File: config.mk
export PLATFORM = sky130hd
export DESIGN_NAME = bzs_line_decoder
export DESIGN_NICKNAME = d
export VERILOG_FILES = /design/src/rtl/bzs_pkg.sv /design/src/rtl/bzs_pol_fsm.sv /design/src/rtl/bzs_zero_run.sv /design/src/rtl/bzs_delay_line.sv /design/src/rtl/bzs_line_decoder.sv
export SDC_FILE = /design/constraint.sdc
export NUM_CORES = 1
export LEC_CHECK = 0
export ABC_AREA = 1
export BUFFER_PORTS_ARGS = -buffer_cell sky130_fd_sc_hd__buf_4
export CAP_MARGIN = 30
export CELL_PAD_IN_SITES_DETAIL_PLACEMENT = 1
export CELL_PAD_IN_SITES_GLOBAL_PLACEMENT = 2
export CORE_ASPECT_RATIO = 0.6
export CORE_UTILIZATION = 33
export DETAILED_ROUTE_END_ITERATION = 7
export GPL_TIMING_DRIVEN = 0
export PLACE_DENSITY = 0.8
export SLEW_MARGIN = 20
export SYNTH_ARGS = -nofsm -noshare
export SYNTH_HDL_FRONTEND = slang
export SYNTH_SLANG_ARGS = --single-unit
File: constraint.sdc
create_clock -name clk -period 1.7 [get_ports clk]
set_clock_uncertainty 0.2 [all_clocks]
set_input_delay 0.085 -clock clk [delete_from_list [all_inputs] [get_ports clk]]
set_output_delay 0.085 -clock clk [all_outputs]
set_load 0.01 [all_outputs]
File: src/rtl/bzs_pkg.sv
package bzs_pkg;

    // Polarity of the most recent single-rail mark.
    typedef enum logic [1:0] {
        POL_NONE = 2'd0,
        POL_POS  = 2'd1,
        POL_NEG  = 2'd2
    } pol_state_e;

    // One symbol as it moves through the delay line.
    typedef struct packed {
        logic data;   // NRZ bit, or positive rail in bypass
        logic aux;    // negative rail in bypass
        logic zero;   // symbol was a space
        logic lcv;    // violation flag for this symbol
    } bzs_stage_t;

endpackage

File: src/rtl/bzs_pol_fsm.sv
module bzs_pol_fsm
    import bzs_pkg::*;
#(
    parameter int B3ZS_RUN = 3,
    parameter int HDB3_RUN = 4,
    parameter int HIST     = HDB3_RUN - 2
) (
    input  logic            clk,
    input  logic            rst,
    input  logic            mark_p,
    input  logic            mark_n,
    input  logic            hdb3,
    input  logic [HIST-1:0] zhist,    // zhist[k]: symbol k+1 cycles back was a space
    output logic            is_v,
    output logic            v_legal
);

    pol_state_e state_q, state_d;
    logic       par_odd_q;    // odd number of marks since last violation mark
    logic       seen_v_q;     // a violation mark has occurred since reset
    logic       shape_ok;
    int         need;

    // State register
    always_ff @(posedge clk) begin
        if (rst) state_q <= POL_NONE;
        else     state_q <= state_d;
    end

    // Next state
    always_comb begin
        state_d = state_q;
        unique case (state_q)
            POL_NONE: begin
                if (mark_p)      state_d = POL_POS;
                else if (mark_n) state_d = POL_NEG;
            end
            POL_POS:  if (mark_n) state_d = POL_NEG;
            POL_NEG:  if (mark_p) state_d = POL_POS;
            default:  state_d = POL_NONE;
        endcase
    end

    // Outputs: classify the current mark
    always_comb begin
        is_v = 1'b0;
        unique case (state_q)
            POL_NONE: is_v = 1'b0;
            POL_POS:  is_v = mark_p;
            POL_NEG:  is_v = mark_n;
            default:  is_v = 1'b0;
        endcase
        need     = hdb3 ? (HDB3_RUN - 2) : (B3ZS_RUN - 2);
        shape_ok = 1'b1;
        for (int k = 0; k < HIST; k++) begin
            if (k < need && !zhist[k]) shape_ok = 1'b0;
        end
        v_legal = is_v && shape_ok && (!seen_v_q || par_odd_q);
    end

    // Mark parity between violation marks
    always_ff @(posedge clk) begin
        if (rst) begin
            par_odd_q <= 1'b0;
            seen_v_q  <= 1'b0;
        end else if (mark_p || mark_n) begin
            if (is_v) begin
                par_odd_q <= 1'b0;
                seen_v_q  <= 1'b1;
            end else begin
                par_odd_q <= ~par_odd_q;
            end
        end
    end

endmodule

File: src/rtl/bzs_zero_run.sv
module bzs_zero_run #(
    parameter int B3ZS_RUN = 3,
    parameter int HDB3_RUN = 4,
    parameter int CNT_W    = $clog2(HDB3_RUN + 1)
) (
    input  logic clk,
    input  logic rst,
    input  logic hdb3,
    input  logic idle,   // current symbol is a space
    output logic hit     // this space completes an excessive run
);

    localparam logic [CNT_W-1:0] THR_B3 = CNT_W'(B3ZS_RUN);
    localparam logic [CNT_W-1:0] THR_HD = CNT_W'(HDB3_RUN);

    logic [CNT_W-1:0] cnt_q;
    logic [CNT_W-1:0] thr;

    always_comb begin
        thr = hdb3 ? THR_HD : THR_B3;
        hit = idle && (cnt_q == thr - CNT_W'(1));
    end

    always_ff @(posedge clk) begin
        if (rst || !idle)       cnt_q <= '0;
        else if (cnt_q < thr)   cnt_q <= cnt_q + CNT_W'(1);
    end

endmodule

File: src/rtl/bzs_delay_line.sv
module bzs_delay_line
    import bzs_pkg::*;
#(
    parameter int B3ZS_RUN = 3,
    parameter int HDB3_RUN = 4,
    parameter int DEPTH    = HDB3_RUN
) (
    input  logic             clk,
    input  logic             rst,
    input  logic             hdb3,
    input  logic             clr,       // clear the substitution's first symbol
    input  bzs_stage_t       stage_in,
    output bzs_stage_t       stage_out,
    output logic [DEPTH-1:0] zero_vec
);

    localparam int B3_TAP = B3ZS_RUN - 1;
    localparam int HD_TAP = HDB3_RUN - 1;
    localparam int B3_CLR = B3ZS_RUN - 2;
    localparam int HD_CLR = HDB3_RUN - 2;

    bzs_stage_t st [DEPTH];
    int         clr_at;

    assign clr_at = hdb3 ? HD_CLR : B3_CLR;

    always_ff @(posedge clk) begin
        if (rst) begin
            for (int i = 0; i < DEPTH; i++) st[i] <= '0;
        end else begin
            st[0] <= stage_in;
            for (int i = 1; i < DEPTH; i++) begin
                st[i] <= st[i-1];
                if (clr && clr_at == i - 1) st[i].data <= 1'b0;
            end
        end
    end

    generate
        for (genvar g = 0; g < DEPTH; g++) begin : g_zero
            assign zero_vec[g] = st[g].zero;
        end
    endgenerate

    assign stage_out = hdb3 ? st[HD_TAP] : st[B3_TAP];

endmodule

File: src/rtl/bzs_line_decoder.sv
module bzs_line_decoder
    import bzs_pkg::*;
#(
    parameter int B3ZS_RUN = 3,
    parameter int HDB3_RUN = 4
) (
    input  logic clk,
    input  logic rst,
    input  logic rail_p_i,
    input  logic rail_n_i,
    input  logic code_sel_i,
    input  logic bypass_i,
    output logic nrz_o,
    output logic rail_n_o,
    output logic lcv_o
);

    localparam int DEPTH = HDB3_RUN;
    localparam int HIST  = HDB3_RUN - 2;
    localparam int CNT_W = $clog2(HDB3_RUN + 1);

    logic             mark_p, mark_n, both, idle;
    logic             is_v, v_legal, run_hit, clr;
    logic [DEPTH-1:0] zero_vec;
    bzs_stage_t       stage_in, stage_out;

    always_comb begin
        mark_p = rail_p_i & ~rail_n_i;
        mark_n = rail_n_i & ~rail_p_i;
        both   = rail_p_i & rail_n_i;
        idle   = ~rail_p_i & ~rail_n_i;
    end

    bzs_pol_fsm #(
        .B3ZS_RUN (B3ZS_RUN),
        .HDB3_RUN (HDB3_RUN),
        .HIST     (HIST)
    ) pol_i (
        .clk     (clk),
        .rst     (rst),
        .mark_p  (mark_p),
        .mark_n  (mark_n),
        .hdb3    (code_sel_i),
        .zhist   (zero_vec[HIST-1:0]),
        .is_v    (is_v),
        .v_legal (v_legal)
    );

    bzs_zero_run #(
        .B3ZS_RUN (B3ZS_RUN),
        .HDB3_RUN (HDB3_RUN),
        .CNT_W    (CNT_W)
    ) run_i (
        .clk  (clk),
        .rst  (rst),
        .hdb3 (code_sel_i),
        .idle (idle),
        .hit  (run_hit)
    );

    always_comb begin
        stage_in.zero = idle;
        if (bypass_i) begin
            stage_in.data = rail_p_i;
            stage_in.aux  = rail_n_i;
            stage_in.lcv  = 1'b0;
            clr           = 1'b0;
        end else begin
            stage_in.data = (mark_p | mark_n) & ~v_legal;
            stage_in.aux  = 1'b0;
            stage_in.lcv  = (is_v & ~v_legal) | both | run_hit;
            clr           = v_legal;
        end
    end

    bzs_delay_line #(
        .B3ZS_RUN (B3ZS_RUN),
        .HDB3_RUN (HDB3_RUN),
        .DEPTH    (DEPTH)
    ) dly_i (
        .clk       (clk),
        .rst       (rst),
        .hdb3      (code_sel_i),
        .clr       (clr),
        .stage_in  (stage_in),
        .stage_out (stage_out),
        .zero_vec  (zero_vec)
    );

    assign nrz_o    = stage_out.data;
    assign rail_n_o = stage_out.aux;
    assign lcv_o    = stage_out.lcv;

endmodule

# --- After elaboration in Yosys (flattened, before gate mapping) ---
# Memory sizes are Yosys's and may differ from the RTL's.
# Index checks and enable logic that the tools add are counted.
# W data, S select, Z words.
word_totals:
  regBits: 7
  mem_bits_rw: 16
  in_bits: 6
  output_inout_bits: 3
  word_cells: 87
  n_memories: 1
mem_list:
  columns: ["name", "depth", "word_bits", "rd", "rd_clocked_by_memory_dff", "wr", "line_no", "rtl"]
  rows:
  - ["dly_i.st", 4, 4, 4, 0, 4, "bzs_delay_line.sv:22", "bzs_stage_t st [DEPTH];"]
op_classes:
  add_sub_neg: 2
  order_cmp: 3
  n_eq_ne: 6
  mux: 33
  n_bitwise: 20
  n_reduce_logical: 18
ops:
  columns: ["cell", "n"]
  rows:
  - ["$logic_not A32 Y1", 1]
  - ["$lt A1 B32 Y1 const A", 1]
  - ["$lt A2 B32 Y1 const A", 1]
  - ["$mux W1", 20]
  - ["$mux W4", 5]
  - ["$mux W2", 5]
  - ["$or A1 B1 Y1", 10]
  - ["$logic_and A1 B1 Y1", 8]
  - ["$and A1 B1 Y1", 6]
  - ["$pmux W2 S3", 1]
  - ["$eq A2 B1 Y1 const B", 2]
  - ["$eq A2 B2 Y1 const B", 2]
  - ["$logic_not A1 Y1", 4]
  - ["$not A1 Y1", 4]
  - ["$add A3 B1 Y3 const B", 1]
  - ["$eq A3 B3 Y1", 1]
  - ["$logic_or A1 B1 Y1", 3]
  - ["$lt A3 B3 Y1", 1]
  - ["$mux W3", 1]
  - ["$sub A3 B1 Y3 const B", 1]
  - ["$logic_not A2 Y1", 1]
  - ["$ne A2 B2 Y1 const B", 1]
  - ["$pmux W1 S2", 1]
  - ["$reduce_and A2 Y1", 1]

# --- Longest topological paths before layout ---
# Gate-level depths: netlist of the first run.
depth:
  depth_word: 13
  depth_mapped: 8
  mapped_depth_nobuf: 8

# --- By module ---
# Synthesis of the first run repeated with hierarchy kept, for this count alone.
unflattened:
  cells_unflattened: 160
  area_unflattened_um2: 1162.4
modules_own_cells:
  columns: ["mod", "n_inst", "cells_each", "area_each_um2", "seq_area_each_um2"]
  rows:
  - ["bzs_delay_line", 1, 68, 550.5, 320.3]
  - ["bzs_pol_fsm", 1, 43, 290.3, 80.1]
  - ["bzs_zero_run", 1, 33, 224.0, 60.1]
  - ["bzs_line_decoder", 1, 16, 97.6, 0.0]

# --- Worst setup path after synthesis of the first run ---
# OpenSTA, ideal clock, no wires.
synth_path:
  path_kind: "register -> register"
  from: "register pol_i.state_q[0]"
  to: "memory dly_i.st[0][11] (netlist bit) (data pin)"
  setup_time_ps: 259
  t_arrival_ps: 954
  required_ps: 1241
  setup_slack_ps: 287
  path_stages_with_launch: 6
  path_buffers: 0
  period_less_slack_ps: 1413
  path_cell_list: "dfxtp_1 > inv_1 > ha_1 > nand3_1 > nor2_2 > a21oi_1"
synth_lines:
  columns: ["element", "line_no", "rtl"]
  rows:
  - ["start, declared", "bzs_pol_fsm.sv:18", "pol_state_e state_q, state_d;"]
  - ["start signal, assigned", "bzs_pol_fsm.sv:27", "else state_q <= state_d;"]
  - ["end, declared", "bzs_delay_line.sv:22", null]

==> metrics.txt, run 1 <==
crit path kind=flip-flop to flip-flop; Area growth, synth to finish=20.3%; Synth top cells by count=nand2_1, inv_1, dfxtp_1; net switching power=between 200 and 250 µW; CP Capture Type=flip-flop; Setup-failing EPs final=0; Req. time, crit path=about 1.5 ns; synthesis-stage register bit count=21; register share of total power=53.9%; Die ar.=roughly 0.0034 mm²; Root Buffer=clkbuf_8; Tcrit/Tclk final=93.4%; YS warnings=0; internal power=730 µW; Syn Nets=157; Mapped Avg Cell Area=7.40 µm²; antenna-violating nets left=0; first-pass GRT wire length=approximately 3800 µm; worst vdd ir=approximately 340 µV; CTS max path bufs=2; layout cells sized above 1=12.8%; Critical Path AT=1.40 ns; Global Route Usage Sum=15.4%; most frequent cell after synthesis=nand2_1; area leader, netlist=dfxtp_1; largest net degree at the start of global routing=13; drt first-iter violations=35; vias in the first global route=836; crit path time final=1.59 ns; htree depth=1; initial cell density of the core=35.4%; CTS tree=done; Leakage=0.586 nW; switching share of power=about a quarter; CTS Buf Count=3; RSZ-0062 raised after global routing=no; peak fanout along the critical path=3; Antenna Cells=0; Finished Cell Area=0.00124 mm²; max-slew violation count=0; status=completed; dominant cells by area after synthesis=dfxtp_1, ha_1, nand2_1; DP Area=0.00114 mm²; number of flops mapped to enable cells by yosys=1; routed vias=859; row count=15; # port buffers=8; Vias/cell=between 4 and 5; clock network power share=33.3%; hold crit path type=primary input to flip-flop; unique cell type count in the Yosys netlist=17; routed len/inst=10.9 µm; final wirelength=2150 µm; Clock Sinks=21; Skew-Pair Late Insertion Delay=0.26 ns; CTS clk-pin slew, worst paths=0.08 ns; global route overflow=0; CP startpoint kind=flip-flop; Die Y=45.2 µm; nets@finish=175; Seq/Total Area, Yosys=41.8%; Top FF cell, synth=dfxtp_1; fill count=368; Async S/R FF share, synth=0%; Post-Syn Instances=about 140; initial antenna violation count=0; Mapped Area=0.00103 mm²; post-detail-place hpwl=about 1700 µm; Ports=9; Total Neg Setup Slack=0 ns; Max Cap Violations=0; core area=approximately 0.0029 mm²; PD cells=788 mW/mm²; combinational share of power=12.8%; f_max=about 630 MHz; Chip Width=74.1 µm; top-area cell type share of the netlist area=38.9%; First-pass DRT Iterations=3; gp weighted congestion=around 0.82; drt drc=0; final count of hold timing violations=0
-- through the flow --
| stage | worst slack, ns | utilization (%) | power, mW | hold slack, ns | cells |
|---|---|---|---|---|---|
| after floorplan | 0.287 | - | 0.612 | -0.0359 | 139 |
| after global placement | 0.136 | 39.2 | 0.651 | 0.0926 | 189 |
| after detailed placement | 0.113 | 39.2 | 0.657 | 0.0946 | 189 |
| after CTS | 0.103 | 42.2 | 0.988 | 0.0646 | 197 |
| after global routing | 0.00919 | 42.5 | 1.03 | 0.0937 | 198 |
| final | 0.112 | 42.5 | 0.975 | 0.0608 | 198 |
-- flip-flops by register name (all words and copies together), names as in the netlist --
| register | cells |
|---|---|
| dly_i.st | 14 |
| pol_i.par_odd_q | 1 |
| pol_i.seen_v_q | 1 |
| pol_i.state_q | 2 |
| run_i.cnt_q | 3 |
-- worst max-delay path: stages, from the launching register on --
cell	delay, ns
dfxtp_1	0.34
inv_1	0.10
ha_1	0.21
nand2_2	0.08
nand2_1	0.07
nand3_1	0.08
nor2_2	0.18
a21oi_1	0.08
-- cells in the final DEF, fill, tap and decap left out --
master,instances
nor3_1,1
a21oi_2,1
edfxtp_1,1
nand3_1,3
buf_2,1
o21ai_0,9
ha_1,11
inv_1,28
buf_4,9
nor2_2,1
ha_2,1
conb_1,1
nand2_2,1
inv_2,1
a21boi_2,1
a21oi_1,9
dfxtp_1,20
clkbuf_8,3
nand3b_1,1
nor2_1,18
nand2_1,30
clkinv_2,1
dlygate4sd3_1,4
-- final cells by class --
class	count	area [µm²]	area share [%]
inverters	29	109	8.80
clock inverters	1	5.00	0.404
clock buffers	3	41.3	3.34
multi-input cells	88	487	39.3
plain buffers	1	5.00	0.404
repair buffers	13	108	8.70
well taps	42	52.6	4.25
flip-flops and latches	21	430	34.8
-- routing by layer --
layer | vias to the layer above | global-route usage [%] | wire, µm
met5 | - | 0 | 0
met4 | 0 | 2.31 | 0
met3 | 0 | 4.69 | 60
met2 | 8 | 25.1 | 956
met1 | 399 | 20.7 | 1140
li1 | 452 | - | -
-- final timing paths --
path         slack (ns)              from  depth (start not counted)         endpoint
max reg2reg        0.11  pol_i.state_q[1]                          7  dly_i.st[0][11]
min                0.06          rail_n_i                          4   dly_i.st[0][0]
min reg2reg        0.21    dly_i.st[0][4]                          2   dly_i.st[0][8]
max                0.11  pol_i.state_q[1]                          7  dly_i.st[0][11]
-- repair_timing --
action                                  4_1_cts  5_1_grt
endpoints found under the setup margin        0        1
hold buffers                                  4        0
hold endpoints to repair                      4        0
setup buffers                                 0        1
resized for setup                             0        2
-- logic make-up after synthesis --
kind of cell	count (synthesis)	share of synthesized area (%)
simple gates	55	21.4
fa+ha+maj	12	14.6
other cells	1	0.365
buf+inv	30	11.1
flops	21	41.8
compound gates	20	10.7
-- power groups by stage --
stage	Combinational [mW]	Sequential, mW	Clock, mW
after floorplan	0.0783	0.534	0
final	0.125	0.525	0.325
after detailed placement	0.120	0.537	0
after global routing	0.150	0.528	0.353
after global placement	0.115	0.536	0
after CTS	0.128	0.525	0.335
Note: power is estimated with default switching activity, not from simulation.
==> inputs of run 2 (changes only) <==
==> constraint.sdc (replaced) <==
create_clock -name clk -period 1.7 [get_ports clk]
set_clock_uncertainty 0.2 [all_clocks]
set_input_delay 0.34 -clock clk [delete_from_list [all_inputs] [get_ports clk]]
set_output_delay 0.34 -clock clk [all_outputs]
set_load 0.01 [all_outputs]
==> run 2 against run 1 <==
  * Non-clock buffer count fell by 4
  * Hold slack improved by 0.013 ns
  * Global-route usage fell by 0.19 points
  * Utilization is 1.4 points lower
  * Sequential share of layout area rose by 1.2 points
  * Die area unchanged
  * Largest power group unchanged
==> metrics.txt, run 2 (synthesized netlist as in run 1, its figures left out) <==
status=completed (unchanged); worst vdd ir=338 µV (was 339 µV); Die ar.=0.00335 mm² (unchanged); RSZ-0062 raised after global routing=no (unchanged); Antenna Cells=0 (unchanged); f_max=631 MHz (was 630 MHz); hold crit path type=primary input to flip-flop (unchanged); Tcrit/Tclk final=93.3% (was 93.4%); crit path time final=1.59 ns (about the same); DP Area=0.00114 mm² (unchanged); min setup slack post-route=0.115 ns (was 0.112 ns); max-slew violation count=0 (unchanged); Chip Width=74.1 µm (unchanged); global route overflow=0 (unchanged); CP startpoint kind=flip-flop (unchanged); htree depth=1 (unchanged); Root Buffer=clkbuf_8 (unchanged); Max Cap Violations=0 (unchanged); most common cell after layout, fill and taps aside=nand2_1 (unchanged); final count of hold timing violations=0 (unchanged); drt first-iter violations=30 (was 35); first-pass GRT wire length=3710 µm (was 3770 µm); initial cell density of the core=35.4% (unchanged); Vias/cell=4.36 (was 4.34); Req. time, crit path=1.51 ns (about the same); peak fanout along the critical path=3 (unchanged); Global Route Usage Sum=15.2% (was 15.4%); max reg flops=14 (unchanged); final core utilization=41.2% (was 42.5%); gp weighted congestion=0.823 (unchanged); most frequent cells in the layout=nand2_1, inv_1, dfxtp_1 (unchanged); CTS Buf Count=3 (unchanged); crit path cell chain=inv_1, ha_1, nand2_2, nand2_1, nand3_1, nor2_2, a21oi_1 (unchanged); Clock Sinks=21 (unchanged); Leakage=0.567 nW (was 0.586 nW); core area=0.00291 mm² (unchanged); CTS max path bufs=2 (unchanged); Finished Cell Area=0.00120 mm² (was 0.00124 mm²); most flop-heavy register=dly_i.st (unchanged); crit-path max cell delay=0.34 ns (about the same); First-pass DRT Iterations=4 (was 3); post-detail-place hpwl=1750 µm (unchanged); Max stage delay cell, worst path=dfxtp_1 (unchanged); nets@finish=171 (was 175); crit path kind=flip-flop to flip-flop (unchanged); routed len/inst=10.9 µm (about the same); Top Registers=dly_i.st x14, run_i.cnt_q x3, pol_i.state_q x2 (unchanged); vias in the first global route=822 (was 836); Skew-Pair Late Insertion Delay=0.26 ns (about the same); CP Capture Type=flip-flop (unchanged); drt drc=0 (unchanged); Critical Path AT=1.39 ns (was 1.40 ns); PD cells=807 mW/mm² (was 788 mW/mm²); Ports=9 (unchanged); initial antenna violation count=0 (unchanged); Area growth, synth to finish=16.4% (was 20.3%); routed vias=846 (was 859); CTS tree=done (unchanged); final wirelength=2110 µm (was 2150 µm); row count=15 (unchanged); # port buffers=8 (unchanged); layout cells sized above 1=13.2% (was 12.8%); CTS clk-pin slew, worst paths=0.07 ns (was 0.08 ns); worst slack at placement=-0.113 ns (was 0.113 ns); Setup-failing EPs final=0 (unchanged); largest net degree at the start of global routing=13 (unchanged); Die Y=45.2 µm (unchanged); Hold WS=0.0736 ns (was 0.0608 ns); antenna-violating nets left=0 (unchanged)
-- run 2: power breakdown --
part	internal (mW)	switching, mW	leakage, nW
registers	0.515	0.0107	0.174
clock network	0.163	0.160	0.0255
logic	0.0470	0.0714	0.368
total	0.725	0.242	0.567
-- run 2: cell type report --
cell class                      instances  area, µm²
Clock buffer                            3       41.3
Timing Repair Buffer                    9       67.6
Buffer                                  1       5.00
Fill cell                             366       1710
Sequential cell                        21        430
Multi-Input combinational cell         88        487
Clock inverter                          1       5.00
Tap cell                               42       52.6
Inverter                               29        109
-- run 2: stage by stage --
stage	total power [mW]	TNS (ns)	std cells
after global placement	0.651	-0.139	189
after CTS	0.982	0	193
final	0.967	0	194
after floorplan	0.612	0	139
after global routing	1.02	0	194
after detailed placement	0.657	-0.298	189
-- run 2: what timing repair did --
item                       CTS  global route
setup endpoints to repair    0             1
resized for setup            0             2
setup buffers                0             1
hold buffers                 0             0
hold endpoints to repair     0             0
-- run 2: worst paths after layout --
| check | slack, ns | depth (start not counted) | from | end |
|---|---|---|---|---|
| max | 0.11 | 7 | pol_i.state_q[1] | dly_i.st[0][11] |
| min | 0.07 | 2 | rst | dly_i.st[0][2] |
| max reg2reg | 0.11 | 7 | pol_i.state_q[1] | dly_i.st[0][11] |
| min reg2reg | 0.21 | 2 | dly_i.st[0][4] | dly_i.st[0][8] |
-- run 2: worst max-delay path, delay by kind of cell (launching register included) --
kind                       cells  cell delay [ns]
AOI/OAI and AO/OA              1             0.08
adders and majority gates      1             0.21
DFF                            1             0.34
and+or+nand+nor                4             0.41
buffers and inverters          1             0.10
-- run 2: metal layers --
metal | global-route usage [%] | vias up | wire (µm) | share of wire [%]
met5 | 0 | - | 0 | 0
met2 | 24.7 | 8 | 936 | 44
met1 | 20.4 | 394 | 1110 | 53
li1 | - | 444 | - | -
met3 | 4.69 | 0 | 60 | 2.8
met4 | 2.31 | 0 | 0 | 0
==> inputs of run 3 (changes only) <==
CELL_PAD_IN_SITES_DETAIL_PLACEMENT = unset   (was 1)
CELL_PAD_IN_SITES_GLOBAL_PLACEMENT = unset   (was 2)
CORE_UTILIZATION = 35   (was 33)
GPL_TIMING_DRIVEN = unset   (was 0)
PLACE_DENSITY = 0.56   (was 0.8)
==> run 3 against run 2 <==
  * Via count down 3.0%
  * Critical path depth unchanged
  * Routed wire length down 14%
  * Critical path type unchanged
  * Largest power group unchanged
==> metrics.txt, run 3 (synthesized netlist as in run 1, its figures left out) <==
status=completed (unchanged); Ports=9 (unchanged); most common cell after layout, fill and taps aside=nand2_1 (unchanged); largest net degree at the start of global routing=14 (was 13); most numerous cell on the critical path=nand2_1; final core utilization=45.1% (was 41.2%); nets@finish=171 (unchanged); DP Area=0.00115 mm² (was 0.00114 mm²); Setup-failing EPs final=0 (unchanged); Buf+Inv Stages, Crit Path=1 (unchanged); Req. time, crit path=1.51 ns (about the same); CP startpoint kind=flip-flop (unchanged); setup slack, reg-to-reg=0.16 ns (was 0.11 ns); gp weighted congestion=0.808 (was 0.823); crit-path max cell delay=0.34 ns (about the same); final wirelength=1820 µm (was 2110 µm); Max stage delay cell, worst path=dfxtp_1 (unchanged); CTS clk-pin slew, worst paths=0.07 ns (about the same); clock network power share=33.1% (was 33.4%); global route overflow=0 (unchanged); # port buffers=8 (unchanged); Area growth, synth to finish=16.1% (was 16.4%); R2R cell count=7 (unchanged); post-detail-place hpwl=1450 µm (was 1750 µm); RSZ-0062 raised after global routing=no (unchanged); Top Registers=dly_i.st x14, run_i.cnt_q x3, pol_i.state_q x2 (unchanged); Chip Width=72.0 µm (was 74.1 µm); peak fanout along the critical path=4 (was 3); fin cells=192 (was 194); drt drc=0 (unchanged); switching share of power=24.2% (was 25.0%); most flop-heavy register=dly_i.st (unchanged); Root Buffer=clkbuf_8 (unchanged); critical path's top delay family=simple AND/OR/NAND/NOR gates (unchanged); core area=0.00265 mm² (was 0.00291 mm²); Setup crit start=pol_i.state_q[0] (was pol_i.state_q[1]); Vias/cell=4.28 (was 4.36); worst vdd ir=477 µV (was 338 µV); min setup slack post-route=0.161 ns (was 0.115 ns); max reg flops=14 (unchanged); Antenna Cells=0 (unchanged); end of the critical path=dly_i.st[0][11] (unchanged); fill count=270 (was 366); WP depth=7 (unchanged); CTS resizes=0 (unchanged); Global Route Usage Sum=14.1% (was 15.2%); internal power=730 µW (was 725 µW); Die ar.=0.00317 mm² (was 0.00335 mm²); Die Y=44.0 µm (was 45.2 µm); CP Capture Type=flip-flop (unchanged); postcts setup bufs=0 (unchanged); Finished Cell Area=0.00119 mm² (was 0.00120 mm²); final count of hold timing violations=0 (unchanged); CTS Buf Count=3 (unchanged); Tcrit/Tclk final=90.6% (was 93.3%); hold crit path type=primary input to flip-flop (unchanged); crit path cell chain=inv_1, ha_1, nand2_1, nand2_1, nand3_1, nor2_2, a21oi_1 (was inv_1, ha_1, nand2_2, nand2_1, nand3_1, nor2_2, a21oi_1); Skew-Pair Late Insertion Delay=0.25 ns (was 0.26 ns); post-cts hold buffer count=0 (unchanged); CTS max path bufs=2 (unchanged); antenna-violating nets left=0 (unchanged); routed vias=821 (was 846); worst slack at placement=-0.00343 ns (was -0.113 ns); combinational share of power=12.4% (was 12.2%); Leakage=0.566 nW (was 0.567 nW); crit path time final=1.54 ns (was 1.59 ns); hold path cells=2 (unchanged); net switching power=233 µW (was 242 µW); First-pass DRT Iterations=4 (unchanged); Max Cap Violations=0 (unchanged); CTS tree=done (unchanged); row count=14 (was 15); vias in the first global route=811 (was 822); crit path kind=flip-flop to flip-flop (unchanged); worst reg2reg path startpoint=pol_i.state_q[0] (was pol_i.state_q[1]); most frequent cells in the layout=nand2_1, inv_1, dfxtp_1 (unchanged); initial antenna violation count=0 (unchanged); Critical Path AT=1.35 ns (was 1.39 ns); max-slew violation count=0 (unchanged); htree depth=1 (unchanged); routed len/inst=9.49 µm (was 10.9 µm); layout cells sized above 1=11.2% (was 13.2%); PD cells=807 mW/mm² (about the same); initial cell density of the core=38.9% (was 35.4%); first-pass GRT wire length=3300 µm (was 3710 µm); register share of total power=54.5% (was 54.3%); placed cell count=188 (was 189); drt first-iter violations=23 (was 30); Clock Sinks=21 (unchanged); reg2reg end=dly_i.st[0][11] (unchanged); f_max=650 MHz (was 631 MHz)
## run 3: worst min-delay path by stage
stage,startpoint,endpoint,slack (ns)
detailed placement,dly_i.st[0][4],dly_i.st[0][8],0.19
CTS,rst,pol_i.seen_v_q,0.14
finish,rst,pol_i.seen_v_q,0.14
floorplan,dly_i.st[0][6],dly_i.st[0][10],0.19
global placement,dly_i.st[0][4],dly_i.st[0][8],0.19
global route,rst,pol_i.seen_v_q,0.14
## run 3: cell type report
type                       count  area [µm²]  area share (%)
timing repair buffer          10        75.1            6.29
inverter                      29         109            9.12
clock buffer                   4        45.0            3.77
tap                           40        50.0            4.19
multi-input combinational     88         484            40.6
sequential                    21         430            36.1
## run 3: per-stage QoR
stage               total power, mW  TNS [ns]  hold slack [ns]
detailed placement            0.655  -0.00343            0.194
global route                   1.02         0            0.139
finish                        0.963         0            0.140
floorplan                     0.612         0            0.188
global placement              0.650         0            0.190
CTS                           0.976         0            0.139
## run 3: power by group through the flow
stage                     Sequential [mW]  Combinational (mW)  Clock (mW)
final                               0.525               0.119       0.319
after global routing                0.527               0.138       0.352
after CTS                           0.525               0.119       0.331
after detailed placement            0.536               0.118           0
after global placement              0.536               0.114           0
after floorplan                     0.534              0.0783           0
## run 3: routing by layer
| layer | track usage [%] | share of wire, % |
|---|---|---|
| met1 | 18.0 | 53 |
| met2 | 22.6 | 42 |
| met3 | 5.58 | 5.0 |
| met4 | 3.53 | 0.44 |
| met5 | 0 | 0 |
